### src/rtl/bpc_pkg.sv
package bpc_pkg;

  localparam int LANES = 4;

  // Residue code: line k high means value k (mod 4).
  typedef logic [3:0] res1h_t;

  localparam res1h_t RES_ZERO = 4'b0001;

  // Advance a residue code by one (mod 4).
  function automatic res1h_t resStep1(input res1h_t r);
    return {r[2:0], r[3]};
  endfunction

  // Advance a residue code by two (mod 4): the borrow merge.
  function automatic res1h_t resStep2(input res1h_t r);
    return {r[1:0], r[3:2]};
  endfunction

  // Low residue bit: odd values are on lines 1 and 3.
  function automatic logic resLow(input res1h_t r);
    return r[1] | r[3];
  endfunction

  // High residue bit: values 2 and 3.
  function automatic logic resHigh(input res1h_t r);
    return r[2] | r[3];
  endfunction

endpackage

### src/rtl/bpcResidueEnc.sv
module bpcResidueEnc
  import bpc_pkg::*;
(
  input  logic [LANES-1:0] laneBits,
  input  logic             borrowBit,
  output res1h_t           rawCode,
  output res1h_t           mergedCode,
  output logic             s0Bit,
  output logic             s1Bit
);

  // Chain of one-hot rotators, one stage per lane.
  res1h_t stageCode [LANES+1];

  assign stageCode[0] = RES_ZERO;

  for (genvar k = 0; k < LANES; k++) begin : g_lane
    assign stageCode[k+1] = laneBits[k] ? resStep1(stageCode[k]) : stageCode[k];
  end

  assign rawCode = stageCode[LANES];

  // A weight-2 input moves the residue by two, so the odd/even line pair is kept.
  assign mergedCode = borrowBit ? resStep2(rawCode) : rawCode;

  assign s0Bit = resLow(mergedCode);
  assign s1Bit = resHigh(mergedCode);

endmodule

### src/rtl/bpcQuotientGen.sv
module bpcQuotientGen
  import bpc_pkg::*;
(
  input  logic [LANES-1:0] laneBits,
  input  logic             borrowBit,
  output logic             quotBit
);

  logic allSet;
  logic twoOrMore;

  assign allSet    = &laneBits;
  assign twoOrMore = (laneBits[0] & (laneBits[1] | laneBits[2] | laneBits[3]))
                   | (laneBits[1] & (laneBits[2] | laneBits[3]))
                   | (laneBits[2] & laneBits[3]);

  // Column value reaches four: four lanes, or borrow plus at least two lanes.
  assign quotBit = allSet | (borrowBit & twoOrMore);

endmodule

### src/rtl/bpcLinkSlice.sv
module bpcLinkSlice (
  input  logic s0Loc,
  input  logic s1Loc,
  input  logic qLoc,
  input  logic xIn,
  input  logic yIn,
  input  logic zIn,
  output logic xOut,
  output logic yOut,
  output logic zOut,
  output logic sumBit,
  output logic carryBit
);

  // Downward links: the low residue bit leaves, is paired with the next
  // high residue bit, then meets the quotient one column further down.
  assign xOut = s0Loc;
  assign yOut = xIn ^ s1Loc;
  assign zOut = xIn;

  // Three-operand sum and majority carry.
  assign sumBit   = yIn ^ qLoc;
  assign carryBit = yIn ? qLoc : zIn;

endmodule

### src/rtl/bpcColumnArray.sv
module bpcColumnArray
  import bpc_pkg::*;
#(
  parameter int NCOL = 16
) (
  input  logic [NCOL*LANES-1:0] colBits,
  input  logic [NCOL-1:0]       borrowBits,
  output logic [NCOL+1:0]       sumOut,
  output logic [NCOL+1:0]       carryOut
);

  localparam int NSLICE = NCOL + 2;

  logic [NCOL-1:0][3:0] rawBus;
  logic [NCOL-1:0][3:0] mergedBus;
  logic [NCOL-1:0]      s0Vec;
  logic [NCOL-1:0]      s1Vec;
  logic [NCOL-1:0]      qVec;

  // Column cells.
  for (genvar c = 0; c < NCOL; c++) begin : g_cell
    res1h_t rawC;
    res1h_t mergedC;

    bpcResidueEnc uEnc (
      .laneBits  (colBits[c*LANES +: LANES]),
      .borrowBit (borrowBits[c]),
      .rawCode   (rawC),
      .mergedCode(mergedC),
      .s0Bit     (s0Vec[c]),
      .s1Bit     (s1Vec[c])
    );

    bpcQuotientGen uQuot (
      .laneBits (colBits[c*LANES +: LANES]),
      .borrowBit(borrowBits[c]),
      .quotBit  (qVec[c])
    );

    assign rawBus[c]    = rawC;
    assign mergedBus[c] = mergedC;
  end

  // Link chain. Index t holds the links driven by slice t; slice t reads t+1.
  // Slice t carries column t-2. Zeros enter the chain at the top.
  logic [NSLICE:1] xChain;
  logic [NSLICE:1] yChain;
  logic [NSLICE:1] zChain;
  logic [2:0]      unusedLinks;

  assign xChain[NSLICE] = 1'b0;
  assign yChain[NSLICE] = 1'b0;
  assign zChain[NSLICE] = 1'b0;

  for (genvar t = 0; t < NSLICE; t++) begin : g_slice
    logic s0L, s1L, qL;
    logic xO, yO, zO;

    if (t >= 2) begin : g_col
      assign s0L = s0Vec[t-2];
      assign s1L = s1Vec[t-2];
      assign qL  = qVec[t-2];
    end else begin : g_pad
      assign s0L = 1'b0;
      assign s1L = 1'b0;
      assign qL  = 1'b0;
    end

    bpcLinkSlice uLink (
      .s0Loc   (s0L),
      .s1Loc   (s1L),
      .qLoc    (qL),
      .xIn     (xChain[t+1]),
      .yIn     (yChain[t+1]),
      .zIn     (zChain[t+1]),
      .xOut    (xO),
      .yOut    (yO),
      .zOut    (zO),
      .sumBit  (sumOut[t]),
      .carryBit(carryOut[t])
    );

    if (t >= 1) begin : g_fwd
      assign xChain[t] = xO;
      assign yChain[t] = yO;
      assign zChain[t] = zO;
    end else begin : g_end
      assign unusedLinks = {xO, yO, zO};
    end
  end

endmodule

### config.mk
export PLATFORM = sky130hd
export DESIGN_NAME = bpcColumnArray
export DESIGN_NICKNAME = d
export VERILOG_FILES = /design/src/rtl/bpc_pkg.sv /design/src/rtl/bpcResidueEnc.sv /design/src/rtl/bpcQuotientGen.sv /design/src/rtl/bpcLinkSlice.sv /design/src/rtl/bpcColumnArray.sv
export SDC_FILE = /design/constraint.sdc
export NUM_CORES = 1
export LEC_CHECK = 0
export ABC_AREA = 1
export CORE_ASPECT_RATIO = 1.25
export CORE_UTILIZATION = 45
export DETAILED_ROUTE_END_ITERATION = 10
export GPL_ROUTABILITY_DRIVEN = 0
export GPL_TIMING_DRIVEN = 0
export PLACE_DENSITY = 0.81
export SLEW_MARGIN = 30
export SYNTH_ARGS = -nofsm -noshare
export SYNTH_HDL_FRONTEND = slang
export SYNTH_SLANG_ARGS = --single-unit
export TNS_END_PERCENT = 5
### constraint.sdc
create_clock -name vclk -period 2
set_input_delay 0.4 -clock vclk [all_inputs]
set_output_delay 0.4 -clock vclk [all_outputs]
set_load 0.05 [all_outputs]
==> impl_metrics.json <==
{
  "outcome": "complete, but fails checks",
  "violations": "setup timing",
  "p_per_area_mw_per_mm2": 400,
  "die_y_um": 102,
  "rsz0062_at_grt": "true",
  "critical_path_arrival_ns": 1.81,
  "setup_violations": 33,
  "hold_depth": 5,
  "setup_tns_ns": -3.20,
  "worst-path-max-fanout": 4,
  "p_int_mw": 0.928,
  "grt_pass1_vias": 4290,
  "antenna_found_initial": 0,
  "min_period_over_period_pct": 111,
  "drc": 0,
  "critPathCaptureType": "output port",
  "hp-start": "colBits[60]",
  "final_antenna_net_count": 0,
  "antenna_cells": 0,
  "seq_area_frac_synth_pct": 0,
  "pwr-share-seq_pct": 0,
  "regArea_um2": 0,
  "n_fill_cell": 712,
  "grt_use_total_pct": 22.4,
  "p_switching_mw": 1.26,
  "place_area_mm2": 0.00486,
  "min_period_ns": 2.21,
  "power_mw": 2.18,
  "dp_cells": 923,
  "switching_share_pct": 57.5,
  "path_buf_inv": 4,
  "ios": 116,
  "required_ns": 1.60,
  "maxCapViolations": 0,
  "peakVddDrop_mv": 0.325,
  "vias": 4729,
  "port_buffers": 114,
  "viasPerCell": 5.05,
  "worst_path_max_delay_cell": "ha_2",
  "pwr-share-comb_pct": 100.0,
  "fmax_ghz": 0.452,
  "grt_pass1_wl_mm": 16.0,
  "final_layout_size_suffix_gt1_share_pct": 34.0,
  "synth.distinct_cells": 25,
  "die_w_um": 81.8,
  "start_util_pct": 46.2,
  "hold_path_end": "sumOut[17]",
  "finalWirelength_mm": 9.87,
  "grt_max_degree": 8,
  "rows": 36,
  "netlist_instances": 713,
  "initialDrtViolationCount": 91,
  "hpwl_mm": 7.44,
  "wl_per_cell_um": 10.5,
  "seq_cells": 0,
  "dp_worst_setup_slack_ns": -1.45,
  "crit_family": "adder cells",
  "stdcell_count": 937,
  "nets": 972,
  "syn_to_final_growth_pct": 52.6,
  "fin_ws_ns": -0.214,
  "fp.coreArea_mm2": 0.00775,
  "slowest_delay_ns": 0.31,
  "grt_overflow": 0,
  "finish.utilization_pct": 70.6,
  "whs_ns": 1.33,
  "syn-cell-area_mm2": 0.00358,
  "postSynthAreaPerCell_um2": 5.02,
  "hp-class": "in -> out",
  "clkPwrFrac_pct": 0,
  "final_hold_viol_count": 0,
  "leakage_nw": 3.06,
  "final_area_mm2": 0.00547,
  "slew_viol_final": 0,
  "criticalPathCategory": "in -> out",
  "dr.pass1.iters": 6,
  "clkbuf_count": 0,
  "yosys_warnings": 0,
  "worstSetupStartpointType": "input port",
  "die_area_mm2": 0.00832,
  "path_cells": "buf_8 -> inv_4 -> ha_4 -> inv_2 -> nand2_1 -> o21ai_1 -> o21ai_1 -> nor2_1 -> a31oi_1 -> ha_2 -> buf_8"
}
[cell usage after synthesis]
| cell type | count | area share [%] |
|---|---|---|
| a211oi_1 | 2 | 0.42 |
| a21oi_1 | 3 | 0.42 |
| a31oi_1 | 4 | 0.70 |
| and2_1 | 2 | 0.35 |
| buf_4 | 36 | 7.5 |
| conb_1 | 1 | 0.10 |
| ha_1 | 48 | 17 |
| inv_1 | 111 | 12 |
| inv_2 | 12 | 1.3 |
| nand2_1 | 279 | 29 |
| nand2_2 | 2 | 0.35 |
| nand3_1 | 72 | 10 |
| nand3_2 | 5 | 1.4 |
| nand3b_1 | 11 | 2.3 |
| nand4_1 | 11 | 1.9 |
| nor2_1 | 46 | 4.8 |
| nor2_2 | 1 | 0.17 |
| nor3_1 | 1 | 0.14 |
| o211ai_1 | 13 | 2.7 |
| o21ai_0 | 29 | 4.1 |
| o21ai_1 | 20 | 2.8 |
| o21ai_2 | 1 | 0.24 |
| o21bai_1 | 1 | 0.21 |
| o22ai_1 | 1 | 0.17 |
| o31ai_1 | 1 | 0.21 |
[cells in the final DEF, fill, tap and decap left out, types with 3 or more instances in the layout]
cell type,n
inv_2,45
dlygate4sd2_1,24
nor2_1,42
o21ai_2,17
o21ai_0,6
clkdlybuf4s50_1,11
nand4_1,11
buf_4,51
ha_4,16
buf_8,22
nand2_1,238
inv_1,65
buf_6,32
a31oi_1,4
nor2_2,5
clkdlybuf4s15_1,3
inv_4,13
a21oi_1,3
nand3_1,58
o211ai_1,13
o21ai_1,27
buf_2,11
nand2_2,43
nand3_2,19
ha_1,31
clkbuf_2,7
nand3b_1,11
[how the worst max path moves through the flow]
stage               startpoint        end  cells past startpoint
detailed placement  colBits[1]  sumOut[1]                     12
floorplan           colBits[0]  sumOut[1]                     10
global route        colBits[0]  sumOut[1]                     11
global placement    colBits[1]  sumOut[1]                     12
CTS                 colBits[0]  sumOut[1]                     11
finish              colBits[1]  sumOut[1]                     11
[what timing repair did]
| action | 4_1_cts | 5_1_grt |
|---|---|---|
| buffers inserted | 15 | 1 |
| gates cloned | 0 | 0 |
| resized for setup | 589 | 50 |
| hold buffers | 0 | 0 |
| pin swaps | 76 | 29 |
| endpoints found under the setup margin | 34 | 33 |
[cell type report]
| class | count | area [µm²] | share of cell area [%] |
|---|---|---|---|
| timing repair buffer | 130 | 1280 | 23.5 |
| multi-input combinational | 555 | 3300 | 60.4 |
| inverter | 123 | 494 | 9.04 |
| tap | 95 | 119 | 2.17 |
| buffer | 34 | 267 | 4.88 |
[kinds of logic (layout without fill, tap and decap cells)]
| kind of cell | after synthesis | count (layout) | synth area share, % |
|---|---|---|---|
| buffers and inverters | 159 | 287 | 20.4 |
| and+or+nand+nor | 430 | 430 | 50.8 |
| AOI/OAI and AO/OA | 75 | 75 | 11.9 |
| other | 1 | 2 | 0.105 |
| adders and majority gates | 48 | 48 | 16.8 |
[power by group through the flow]
| stage | Sequential [mW] | Clock (mW) | Combinational (mW) |
|---|---|---|---|
| after global routing | 0 | 0 | 2.37 |
| after CTS | 0 | 0 | 2.12 |
| final | 0 | 0 | 2.18 |
| after global placement | 0 | 0 | 1.85 |
| after floorplan | 0 | 0 | 1.31 |
| after detailed placement | 0 | 0 | 1.88 |
[routing by layer]
layer	track usage, %	share of wire (%)	routed length, µm
met5	0	0	0
met4	2.70	0.91	90
met3	1.35	4.6	458
met2	48.3	56	5520
met1	22.9	38	3800
Note: power is estimated with default switching activity, not from simulation.
